`src/rtl/byte_boot_pkg.sv`:
```
package byte_boot_pkg;

   typedef enum logic [1:0] {
      BST_IDLE = 2'd0,
      BST_GAP  = 2'd1,
      BST_READ = 2'd2,
      BST_HOLD = 2'd3
   } bst_e;

endpackage

```
`src/rtl/bbl_wait_timer.sv`:
```
// Wait-state setting register and per-read countdown.
module bbl_wait_timer #(
   parameter int unsigned WAIT_W   = 3,
   parameter int unsigned WAIT_RST = 3
) (
   input  logic              clk,
   input  logic              rst_n,
   input  logic              cfg_wr,
   input  logic [WAIT_W-1:0] cfg_val,
   input  logic              load,
   input  logic              dec,
   output logic              expired
);

   logic [WAIT_W-1:0] cfg_q;
   logic [WAIT_W-1:0] cnt_q;

   always_ff @(posedge clk or negedge rst_n) begin
      if (!rst_n) begin
         cfg_q <= WAIT_W'(WAIT_RST);
      end else if (cfg_wr) begin
         cfg_q <= cfg_val;
      end
   end

   always_ff @(posedge clk or negedge rst_n) begin
      if (!rst_n) begin
         cnt_q <= '0;
      end else if (load) begin
         cnt_q <= cfg_q;
      end else if (dec && (cnt_q != '0)) begin
         cnt_q <= cnt_q - 1'b1;
      end
   end

   assign expired = (cnt_q == '0);

endmodule

```
`src/rtl/bbl_addr_map.sv`:
```
// Page/offset register and mapping onto address and high data pins.
module bbl_addr_map #(
   parameter int unsigned ADDR_W = 14,
   parameter int unsigned OFF_W  = 11,
   parameter int unsigned PAGE_W = 3,
   parameter int unsigned DHI_W  = 2
) (
   input  logic              clk,
   input  logic              rst_n,
   input  logic              start,
   input  logic [PAGE_W-1:0] start_page,
   input  logic              step,
   input  logic              drive,
   output logic [ADDR_W-1:0] addr_o,
   output logic [DHI_W-1:0]  dhi_o,
   output logic              dhi_oe_o
);

   localparam int unsigned APG_W  = PAGE_W - DHI_W;
   localparam int unsigned APG_LO = ADDR_W - APG_W;

   logic [PAGE_W-1:0] page_q;
   logic [OFF_W-1:0]  off_q;
   logic [ADDR_W-1:0] addr_full;

   always_ff @(posedge clk or negedge rst_n) begin
      if (!rst_n) begin
         page_q <= '0;
         off_q  <= '0;
      end else if (start) begin
         page_q <= start_page;
         off_q  <= '0;
      end else if (step) begin
         off_q  <= off_q + 1'b1;
      end
   end

   for (genvar b = 0; b < int'(ADDR_W); b++) begin : g_abit
      if (b < int'(OFF_W)) begin : g_off
         assign addr_full[b] = off_q[b];
      end else if (b >= int'(APG_LO)) begin : g_page
         assign addr_full[b] = page_q[b - int'(APG_LO)];
      end else begin : g_zero
         assign addr_full[b] = 1'b0;
      end
   end

   assign addr_o   = drive ? addr_full : '0;
   assign dhi_o    = drive ? page_q[PAGE_W-1 -: DHI_W] : '0;
   assign dhi_oe_o = drive;

endmodule

```
`src/rtl/bbl_word_packer.sv`:
```
// Packs bytes most significant first into words and issues RAM writes.
module bbl_word_packer #(
   parameter int unsigned WORD_W = 24,
   parameter int unsigned BYTE_W = 8,
   parameter int unsigned RAM_AW = 9,
   parameter int unsigned NWORDS = 512
) (
   input  logic              clk,
   input  logic              rst_n,
   input  logic              start,
   input  logic              capture,
   input  logic [BYTE_W-1:0] byte_in,
   output logic              word_end,
   output logic              last_word,
   output logic              ram_we_o,
   output logic [RAM_AW-1:0] ram_addr_o,
   output logic [WORD_W-1:0] ram_data_o
);

   localparam int unsigned LANES  = WORD_W / BYTE_W;
   localparam int unsigned LANE_W = $clog2(LANES);
   localparam int unsigned ACC_W  = WORD_W - BYTE_W;

   logic [LANE_W-1:0] lane_q;
   logic [ACC_W-1:0]  acc_q;
   logic [RAM_AW-1:0] word_q;

   assign word_end  = capture && (lane_q == LANE_W'(LANES - 1));
   assign last_word = (word_q == RAM_AW'(NWORDS - 1));

   always_ff @(posedge clk or negedge rst_n) begin
      if (!rst_n) begin
         lane_q <= '0;
         acc_q  <= '0;
         word_q <= '0;
      end else if (start) begin
         lane_q <= '0;
         word_q <= '0;
      end else if (capture) begin
         acc_q <= {acc_q[ACC_W-BYTE_W-1:0], byte_in};
         if (word_end) begin
            lane_q <= '0;
            word_q <= word_q + 1'b1;
         end else begin
            lane_q <= lane_q + 1'b1;
         end
      end
   end

   always_ff @(posedge clk or negedge rst_n) begin
      if (!rst_n) begin
         ram_we_o   <= 1'b0;
         ram_addr_o <= '0;
         ram_data_o <= '0;
      end else begin
         ram_we_o <= word_end;
         if (word_end) begin
            ram_addr_o <= word_q;
            ram_data_o <= {acc_q, byte_in};
         end
      end
   end

endmodule

```
`src/rtl/byte_boot_loader.sv`:
```
module byte_boot_loader
   import byte_boot_pkg::*;
#(
   parameter int unsigned ADDR_W     = 14,
   parameter int unsigned WORD_W     = 24,
   parameter int unsigned BYTE_W     = 8,
   parameter int unsigned PAGE_BYTES = 2048,
   parameter int unsigned NUM_PAGES  = 8,
   parameter int unsigned RAM_WORDS  = 512,
   parameter int unsigned BOOT_WORDS = 512,
   parameter int unsigned WAIT_W     = 3,
   parameter int unsigned WAIT_RST   = 3,
   parameter int unsigned DHI_W      = 2,
   localparam int unsigned PAGE_W    = $clog2(NUM_PAGES),
   localparam int unsigned RAM_AW    = $clog2(RAM_WORDS)
) (
   input  logic              clk,
   input  logic              rst_n,
   input  logic              mmap_i,
   input  logic [PAGE_W-1:0] page_i,
   input  logic              force_i,
   input  logic              wait_wr_i,
   input  logic [WAIT_W-1:0] wait_val_i,
   input  logic              bus_req_i,
   output logic              bus_grant_o,
   output logic              boot_sel_n_o,
   output logic              boot_rd_n_o,
   output logic [ADDR_W-1:0] ext_addr_o,
   input  logic [BYTE_W-1:0] ext_byte_i,
   output logic [DHI_W-1:0]  ext_dhi_o,
   output logic              ext_dhi_oe_o,
   output logic              ram_we_o,
   output logic [RAM_AW-1:0] ram_addr_o,
   output logic [WORD_W-1:0] ram_data_o,
   output logic              boot_active_o,
   output logic              done_o
);

   localparam int unsigned OFF_W = $clog2(PAGE_BYTES);
   localparam int unsigned LANES = WORD_W / BYTE_W;

   // elaboration-time parameter checks
   if ((1 << PAGE_W) != NUM_PAGES) begin : g_chk_pages
      $error("NUM_PAGES must be a power of two");
   end
   if ((1 << OFF_W) != PAGE_BYTES) begin : g_chk_pbytes
      $error("PAGE_BYTES must be a power of two");
   end
   if ((WORD_W % BYTE_W) != 0 || LANES < 2) begin : g_chk_lanes
      $error("WORD_W must be at least two whole bytes");
   end
   if (BOOT_WORDS * LANES > PAGE_BYTES) begin : g_chk_fit
      $error("boot image does not fit in one page");
   end
   if (BOOT_WORDS > RAM_WORDS || BOOT_WORDS == 0) begin : g_chk_ram
      $error("BOOT_WORDS out of range");
   end
   if (DHI_W == 0 || DHI_W > PAGE_W) begin : g_chk_dhi
      $error("DHI_W must be between 1 and PAGE_W");
   end
   if (OFF_W + PAGE_W - DHI_W > ADDR_W) begin : g_chk_addr
      $error("address pins too narrow for offset and page bits");
   end
   if (WAIT_RST >= (1 << WAIT_W)) begin : g_chk_wait
      $error("WAIT_RST does not fit in WAIT_W");
   end

   bst_e              st_q, st_d;
   logic              auto_q;
   logic              done_q;
   logic              expired, capture, word_end, last_word;
   logic              start_auto, start_force, start;
   logic [PAGE_W-1:0] start_page;
   logic              load;

   assign start_auto  = (st_q == BST_IDLE) && auto_q && !mmap_i;
   assign start_force = (st_q == BST_IDLE) && !start_auto && force_i;
   assign start       = start_auto || start_force;
   assign start_page  = start_auto ? '0 : page_i;
   assign capture     = (st_q == BST_READ) && expired;
   assign load        = (st_q == BST_GAP) && !bus_req_i;

   always_comb begin
      st_d = st_q;
      unique case (st_q)
         BST_IDLE: if (start) st_d = BST_GAP;
         BST_GAP:  st_d = bus_req_i ? BST_HOLD : BST_READ;
         BST_HOLD: if (!bus_req_i) st_d = BST_GAP;
         BST_READ: if (capture) st_d = (word_end && last_word) ? BST_IDLE : BST_GAP;
         default:  st_d = BST_IDLE;
      endcase
   end

   always_ff @(posedge clk or negedge rst_n) begin
      if (!rst_n) begin
         st_q   <= BST_IDLE;
         auto_q <= 1'b1;
         done_q <= 1'b0;
      end else begin
         st_q   <= st_d;
         done_q <= capture && word_end && last_word;
         if (st_q == BST_IDLE) auto_q <= 1'b0;
      end
   end

   bbl_wait_timer #(
      .WAIT_W  (WAIT_W),
      .WAIT_RST(WAIT_RST)
   ) wait_i (
      .clk    (clk),
      .rst_n  (rst_n),
      .cfg_wr (wait_wr_i),
      .cfg_val(wait_val_i),
      .load   (load),
      .dec    (st_q == BST_READ),
      .expired(expired)
   );

   bbl_addr_map #(
      .ADDR_W(ADDR_W),
      .OFF_W (OFF_W),
      .PAGE_W(PAGE_W),
      .DHI_W (DHI_W)
   ) amap_i (
      .clk       (clk),
      .rst_n     (rst_n),
      .start     (start),
      .start_page(start_page),
      .step      (capture),
      .drive     (st_q == BST_READ),
      .addr_o    (ext_addr_o),
      .dhi_o     (ext_dhi_o),
      .dhi_oe_o  (ext_dhi_oe_o)
   );

   bbl_word_packer #(
      .WORD_W(WORD_W),
      .BYTE_W(BYTE_W),
      .RAM_AW(RAM_AW),
      .NWORDS(BOOT_WORDS)
   ) pack_i (
      .clk       (clk),
      .rst_n     (rst_n),
      .start     (start),
      .capture   (capture),
      .byte_in   (ext_byte_i),
      .word_end  (word_end),
      .last_word (last_word),
      .ram_we_o  (ram_we_o),
      .ram_addr_o(ram_addr_o),
      .ram_data_o(ram_data_o)
   );

   assign boot_sel_n_o  = (st_q != BST_READ);
   assign boot_rd_n_o   = (st_q != BST_READ);
   assign bus_grant_o   = (st_q == BST_HOLD);
   assign boot_active_o = (st_q != BST_IDLE);
   assign done_o        = done_q;

endmodule

```
`config.mk`:
```
export PLATFORM = sky130hd
export DESIGN_NAME = byte_boot_loader
export DESIGN_NICKNAME = d
export VERILOG_FILES = /design/src/rtl/byte_boot_pkg.sv /design/src/rtl/bbl_wait_timer.sv /design/src/rtl/bbl_addr_map.sv /design/src/rtl/bbl_word_packer.sv /design/src/rtl/byte_boot_loader.sv
export SDC_FILE = /design/constraint.sdc
export NUM_CORES = 1
export LEC_CHECK = 0
export BUFFER_PORTS_ARGS = -buffer_cell sky130_fd_sc_hd__buf_2
export CAP_MARGIN = 40
export CORE_UTILIZATION = 50
export DETAILED_ROUTE_END_ITERATION = 8
export HOLD_SLACK_MARGIN = 0.08
export MAX_ROUTING_LAYER = met4
export PLACE_DENSITY = 0.75
export SYNTH_ARGS = -nofsm -noshare
export SYNTH_HDL_FRONTEND = slang
export SYNTH_SLANG_ARGS = --single-unit
```
`constraint.sdc`:
```
create_clock -name clk -period 2 [get_ports clk]
set_input_delay 0.4 -clock clk [delete_from_list [all_inputs] [get_ports clk]]
set_output_delay 0.4 -clock clk [all_outputs]
set_load 0.005 [all_outputs]
```
======== Word level (Yosys, flattened, before mapping) ========
Index checks and enable logic that the tools add are counted.
word-level totals
  output and inout bits ................... 56
  register bits ........................... 85
  input bits .............................. 20
  logic and storage cells ................. 71
cells by class
  bitwise logic cells ..................... 1
  mux-type cells .......................... 19
  reductions and logical operators ........ 25
  add/subtract/negate cells ............... 4
  equal/unequal tests ..................... 9
operators with widths
  kind                     count
  $mux W9                  3
  $mux W11                 2
  $mux W14                 1
  $mux W2                  7
  $add A11 B1 Y11 const B  1
  $logic_and A1 B1 Y1      11
  $add A9 B1 Y9 const B    1
  $eq A9 B9 Y1 const B     1
  $mux W3                  3
  $pmux W2 S4              1
  $reduce_bool A2 Y1       4
  $eq A2 B2 Y1 const B     3
  $ne A2 B2 Y1 const B     3
  $reduce_and A2 Y1        2
  $logic_not A1 Y1         3
  $logic_not A3 Y1         1
  $reduce_and A3 Y1        1
  $reduce_bool A3 Y1       1
  $sub A3 B1 Y3 const B    1
  $add A2 B1 Y2 const B    1
  $eq A2 B1 Y1 const B     1
  $logic_not A2 Y1         1
  $mux W1                  2
  $ne A2 B1 Y1 const B     1
  other kinds (2)          2

======== Depth between registers and ports, before layout ========
Gate-level depths: netlist of the first run.
  depth after elaboration ................. 9
  depth in mapped cells ................... 8

======== Hierarchy ========
Synthesis of the first run repeated with hierarchy kept, for this count alone.
second synthesis, totals
  cell total of the unflattened synthesis .. 298
  area, all modules ....................... 3803.6 µm²
modules (own cells, without submodules)
  module            area each (µm²)  instances  cells an instance
  bbl_word_packer   2386.0           1          160
  bbl_addr_map      788.3            1          80
  byte_boot_loader  327.8            1          33
  bbl_wait_timer    301.5            1          25

======== Least setup slack after synthesis of the first run ========
Ideal clock, no wire load.
  path type ............................... reg-to-reg
  start point ............................. reg st_q[0]
  end point ............................... reg pack_i.ram_data_o[18]
  setup time .............................. 0.125 ns
  arrival time ............................ 1.634 ns
  clock period less this slack ............ 1.759 ns
  stages on the path, launching flop included .. 8
  slack ................................... 0.241 ns
  buffers on the path ..................... 2
  cell sequence ........................... dfrtp_1 inv_1 ha_1 nand3b_4 nor2_2 buf_6 buf_6 mux2_2
between the ends
  word-level cells in the longest chain between the ends .. 3
RTL lines
  element                    line                     RTL
  start, declared            byte_boot_loader.sv:68   bst_e st_q, st_d;
  start signal, assigned     byte_boot_loader.sv:100  st_q <= st_d;
  $eq A2 B2 Y1               --
  named net ext_dhi_oe_o     byte_boot_loader.sv:31   output logic ext_dhi_oe_o,
  $logic_and A1 B1 Y1        byte_boot_loader.sv:80   assign capture = (st_q == BST_READ) && expired;
  $logic_and A1 B1 Y1        bbl_word_packer.sv:28    assign word_end = capture && (lane_q == LANE_W'(LANES - 1));
  named net pack_i.word_end  bbl_word_packer.sv:13    output logic word_end,
  end signal, assigned       bbl_word_packer.sv:59    ram_data_o <= {acc_q, byte_in};
  end, declared              bbl_word_packer.sv:17    output logic [WORD_W-1:0] ram_data_o
The timed path passes the listed nets, and every way through them passes these cells.
A chain may end at the register's enable or synchronous reset.

======== Worst setup path in the final report of the first run ========
  start point ............................. reg st_q[0]
  end point ............................... out ext_addr_o[8]
between the ends
  word-level cells in the longest chain between the ends .. 2
RTL lines
  element        line                     RTL
  $eq A2 B2 Y1   byte_boot_loader.sv:130  .drive (st_q == BST_READ),
  $mux W14       bbl_addr_map.sv:48       assign addr_o = drive ? addr_full : '0;
  end, declared  byte_boot_loader.sv:28   output logic [ADDR_W-1:0] ext_addr_o,
Every way passes these cells.

==> flow_metrics.tcl, run 1 <==
set metrics [dict create \
    status "completed" \
    dp_slack_ns 0.0879 \
    ys_ff_latch 85 \
    grt_max_degree 40 \
    num_vias 2415 \
    hold_violations 0 \
    timing.fmax_mhz 529 \
    clk_latency_ns 0.36 \
    clockBufferDepth 2 \
    grt-ovfl-total 0 \
    die_height_um 89.0 \
    power_per_cell_area_mw_per_mm2 1130 \
    fin_tns_setup_ns 0 \
    avgSynthCellArea_um2 12.7 \
    die-area_mm2 0.00792 \
    drt-pass1-iter-count 4 \
    post-route-util_pct 61.9 \
    hold_depth 2 \
    numCtsBuffers 9 \
    cts_tree "done" \
    path_clk_slew_ns 0.08 \
    setup.worst_path.start_class "register" \
    grt_pass1_vias 2307 \
    hold_path_class "in2reg" \
    path_buf_inv 3 \
    synth_seq_area_share_pct 56.3 \
    ys_types 38 \
    viasPerCell 5.02 \
    row_count 31 \
    wl_per_cell_um 13.5 \
    drv_cap 0 \
    io_pins 76 \
    syn_to_final_growth_pct 19.3 \
    drive_above_1_share_pct 41.9 \
    cp.depth 5 \
    antenna_found_initial 0 \
    period_share_pct 94.5 \
    cp_top_family "flip-flops" \
    routabilityCongestion 0.780 \
    crit_path_end "ext_addr_o[8]" \
    setup_slack_ns 0.110 \
    dp.cells 464 \
    instances_no_fill 481 \
    start_util_pct 51.9 \
    syn_area_mm2 0.00378 \
    grt_usage_pct 18.9 \
    fin_skew_ns 0.0126 \
    rsz0062_at_grt "false" \
    path_cells "inv_2, ha_4, buf_6, and2_1, buf_2" \
    cts_sinks 85 \
    port_buffers 73 \
    critical-path-slowest-cell "dfrtp_1" \
    r2r_slack_ns 0.21 \
    grt_pass1_wl_mm 10.8 \
    cpPeakStageDelay_ns 0.44 \
    path_max_fanout 16 \
    dp_hpwl_mm 4.58 \
    ir_drop_mv 0.699 \
    fp.dieW_um 89.0 \
    drcViolationCount 0 \
    reg2reg_to "pack_i.ram_addr_o[3]$_DFFE_PN0P_" \
    final_nets 407 \
    endpoint_kind "output port" \
    drt.antenna.violating_nets 0 \
    synthCells 297 \
    min-delay-start "page_i[1]" \
    fin_crit_ns 1.89 \
    cp-startpoint "st_q[0]$_DFFE_PN0P_" \
    yosys.area.top_type_share_pct 54.2 \
    setup-violations-final 0 \
    htree_levels 3 \
    report.final.slew_viol_count 0 \
    yosysWarnings 0 \
    core_area_mm2 0.00729 \
    drt_iter0_markers 92 \
    crit_type "reg2out" \
    rr_startpoint "wait_i.cnt_q[0]$_DFFE_PN0P_" \
    crit_required_ns 1.60 \
    power.leakage_nw 2.36 \
    wirelength_mm 6.49 \
    ff2ff_path_depth 6 \
    cts_setup_buffers 0 \
    arrival_ns 1.49 \
    synth_area_leader_cell "dfrtp_1" \
    diodes 0 \
    cts-root-buf "clkbuf_8" \
    synth_area_leaders "dfrtp_1, mux2_2, ha_1, and2_1, nor2_1" \
]
-- cell type report --
class                           instances  area, um2
Clock buffer                           10        138
Clock inverter                          6       91.3
Fill cell                             600       2780
Inverter                                7       26.3
Multi-Input combinational cell        192       1540
Sequential cell                        85       2130
Tap cell                               99        124
Timing Repair Buffer                   82        467
-- synth_stat cells, drive strengths merged --
library cell	n
mux2	54
and4	3
nand3	7
o2111ai	1
clkbuf	1
xor2	9
nor2	25
and3b	1
nand3b	1
ha	10
and2	17
nand4	7
nand2b	2
nor2b	3
buf	13
nand2	15
mux2i	2
dfrtp	82
a21oi	4
inv	7
nor4	3
dfstp	3
o21ai	7
a211o	1
or3	1
a22o	3
xnor2	9
conb	1
nor3	5
-- registers in the layout, summed over array words and instances (netlist names) --
register           cells
auto_q                 1
pack_i.ram_addr_o      9
pack_i.ram_we_o        1
wait_i.cnt_q           3
pack_i.lane_q          2
done_o                 1
pack_i.acc_q          16
pack_i.ram_data_o     24
amap_i.off_q          11
pack_i.word_q          9
amap_i.page_q          3
st_q                   2
wait_i.cfg_q           3
-- routing by layer --
layer	track usage [%]	wire [um]
met5	-	0
met1	24.4	3010
met2	28.3	3110
met3	5.08	239
met4	8.08	124
-- placed cells by master, fill, tap and decap left out, types with 7 or more instances in the layout --
cell type and count:
mux2_2 48, clkbuf_8 10, nor2_1 24, and2_1 16
xor2_1 9, xnor2_1 9, nand3_1 7, buf_2 72
nand4_1 7, dfrtp_1 82, nand2_1 14, ha_1 9
-- how the worst min path moves through the flow --
stage | slack [ns] | end
global placement | 0.41 | amap_i.off_q[6]$_DFFE_PN0P_
floorplan | 0.10 | amap_i.off_q[0]$_DFFE_PN0P_
global route | 0.25 | amap_i.page_q[1]$_DFFE_PN0P_
finish | 0.26 | amap_i.page_q[1]$_DFFE_PN0P_
CTS | 0.24 | amap_i.page_q[1]$_DFFE_PN0P_
detailed placement | 0.41 | amap_i.off_q[6]$_DFFE_PN0P_
-- where the power goes --
group | internal (W) | total (W) | switching (W)
Sequential | 0.00213 | 0.00241 | 0.000279
Combinational | 0.000714 | 0.00132 | 0.000608
Clock | 0.000746 | 0.00138 | 0.000629
Total | 0.00359 | 0.00511 | 0.00152
-- kinds of logic after synthesis --
logic type / share of synthesized area, %
buffers and inverters: 3.57
DFF: 56.3
AOI/OAI and AO/OA: 2.74
muxes: 16.8
other: 0.0991
adders and majority gates: 3.31
and+or+nand+nor: 13.0
xor gates and xnor gates: 4.17
-- through the flow --
step	hold WS [ns]	cell area, um2	total power (W)
detailed placement	0.407	4260	0.00375
finish	0.262	4520	0.00511
global placement	0.408	4260	0.00369
floorplan	0.104	3790	0.00330
CTS	0.244	4510	0.00517
global route	0.254	4520	0.00546
-- what timing repair did --
item	CTS	global route
hold endpoints to repair	33	0
gates resized for setup	2	2
hold buffers	1	0
pin swaps	0	0
endpoints found under the setup margin	17	16
Power figures use the tool's default switching activity.
==> run 2, diff against run 1 <==
Settings changed: REMOVE_ABC_BUFFERS set to 1.
==> run 2 against run 1 <==
  * Sequential power about the same
  * Wire length up 2.0%
  * Via count down 0.12%
  * Flip-flop and latch count unchanged
  * Core utilization down 0.41 points
  * Count of clock-buffer cells in the layout down 1
  * Critical path depth unchanged
==> flow_metrics.tcl, run 2 (synthesis gave the netlist of run 1 again) <==
set metrics [dict create \
    status "completed" \
    cpPeakStageDelay_ns 0.39 \
    power_per_cell_area_mw_per_mm2 1120 \
    port_buffers 73 \
    die-area_mm2 0.00792 \
    grt_pass1_vias 2414 \
    reg2reg_to "pack_i.ram_data_o[13]$_DFFE_PN0P_" \
    setup-violations-final 0 \
    final_common_cell "dfrtp_1" \
    pwr-share-clk_pct 24.8 \
    wl_per_cell_um 13.8 \
    cts_sinks 85 \
    period_share_pct 93.2 \
    grt_max_degree 39 \
    drt_iter0_markers 64 \
    rr_startpoint "wait_i.cnt_q[0]$_DFFE_PN0P_" \
    largest_reg_flops 24 \
    cts_tree "done" \
    hold_path_end "amap_i.page_q[2]$_DFFE_PN0P_" \
    rsz0062_at_grt "false" \
    antenna_found_initial 0 \
    viasPerCell 5.01 \
    wirelength_mm 6.62 \
    power_frac_comb_pct 27.2 \
    crit_required_ns 1.60 \
    fp.dieW_um 89.0 \
    switchingPower_w 0.00155 \
    syn_to_final_growth_pct 18.5 \
    grt_usage_pct 19.3 \
    final_nets 407 \
    path_cells "inv_1, ha_4, buf_4, and2_1, buf_2" \
    row_count 31 \
    dp_hpwl_mm 4.67 \
    ff2ff_path_depth 6 \
    hold_depth 2 \
    grt-ovfl-total 0 \
    drcViolationCount 0 \
    endpoint_kind "output port" \
    routabilityCongestion 0.787 \
    crit_type "reg2out" \
    start_util_pct 51.9 \
    power.leakage_nw 2.35 \
    drive_above_1_share_pct 41.6 \
    core_area_mm2 0.00729 \
    cts-root-buf "clkbuf_8" \
    ir_drop_mv 0.695 \
    critical-path-slowest-cell "dfrtp_1" \
    setup.worst_path.start_class "register" \
    drt.antenna.violating_nets 0 \
    fin_tns_setup_ns 0 \
    min-delay-start "page_i[2]" \
    timing.fmax_mhz 536 \
    p_sw_share_pct 31.0 \
    grt_pass1_wl_mm 11.0 \
    p_int_w 0.00345 \
    max_flop_register "pack_i.ram_data_o" \
    diodes 0 \
    fin_skew_ns 0.00967 \
    report.final.slew_viol_count 0 \
    r2r_slack_ns 0.17 \
    drv_cap 0 \
    numCtsBuffers 9 \
    arrival_ns 1.46 \
    drt-pass1-iter-count 4 \
    num_vias 2412 \
    clockBufferDepth 2 \
    die_height_um 89.0 \
    path_max_fanout 9 \
    fin_crit_ns 1.86 \
    post-route-util_pct 61.5 \
    layout_common_cells "dfrtp_1, buf_2, mux2_2, nor2_1, and2_1" \
    path_clk_slew_ns 0.09 \
    hold_path_class "in2reg" \
    clk_latency_ns 0.36 \
    hold_violations 0 \
    reg_top3 "pack_i.ram_data_o (24), pack_i.acc_q (16), amap_i.off_q (11)" \
    cp-startpoint "st_q[0]$_DFFE_PN0P_" \
    io_pins 76 \
    p_seq_share_pct 48.0 \
    htree_levels 3 \
]
==> run 2: changes by cell type in the layout (fill, tap and decap cells not counted) <==
cell and change:
inv_6 +2, inv_1 +1, inv_2 -1, buf_4 +1, buf_6 -1, bufinv_16 -1, clkbuf_8 -1
==> run 2: worst max-delay path by stage <==
stage | to | slack (ns)
after floorplan | pack_i.ram_data_o[0]$_DFFE_PN0P_ | -0.72
after global placement | st_q[0]$_DFFE_PN0P_ | 0.21
after detailed placement | pack_i.acc_q[7]$_DFFE_PN0P_ | 0.16
after CTS | ext_dhi_o[0] | 0.07
after global routing | amap_i.off_q[9]$_DFFE_PN0P_ | 0.006
final | ext_dhi_o[0] | 0.14
==> run 2: per-layer routing <==
layer | global-route usage (%) | share of wire [%] | vias up
li1 | - | - | 1167
met1 | 23.8 | 46 | 1166
met2 | 29.6 | 47 | 64
met3 | 5.17 | 5.5 | 15
met4 | 9.52 | 2.2 | 0
met5 | - | 0 | -
==> run 2: layout make-up <==
class | instances | area, um2
fill | 621 | 2810
sequential | 85 | 2130
multi-input combinational | 192 | 1540
timing repair buffer | 82 | 463
clock buffer | 9 | 124
tap | 99 | 124
clock inverter | 7 | 78.8
inverter | 7 | 26.3
==> run 2: worst max-delay path, delay by kind of cell, from the launching register on <==
family	cells	cell delay, ns
adder cells (fa/ha/maj)	1	0.18
flip-flops	1	0.39
AND/OR/NAND/NOR	1	0.13
buffers and inverters	3	0.40
==> run 2: timing repair <==
item / 4_1_cts / 5_1_grt
resized for setup: 0 / 2
setup endpoints to repair: 1 / 14
endpoints found under the hold margin: 25 / 0
hold buffers: 1 / 0
buffers inserted: 1 / 0
==> run 2: stage by stage <==
stage          hold WS [ns]  area [um2]  setup slack [ns]  total power [W]  cells
2_1_floorplan         0.104        3680            -0.718          0.00325    284
3_3_place_gp          0.349        4250             0.211          0.00369    463
3_5_place_dp          0.351        4250             0.162          0.00378    463
4_1_cts               0.250        4470            0.0693          0.00504    481
5_1_grt               0.254        4490           0.00601          0.00532    481
6_report              0.260        4490             0.136          0.00501    481
==> run 2: power by group through the flow <==
stage / clock network [W] / logic [W] / registers (W)
after floorplan: 0 / 0.000857 / 0.00239
after global placement: 0 / 0.00127 / 0.00242
after detailed placement: 0 / 0.00133 / 0.00245
after CTS: 0.00127 / 0.00136 / 0.00240
after global routing: 0.00134 / 0.00152 / 0.00246
final: 0.00124 / 0.00136 / 0.00240
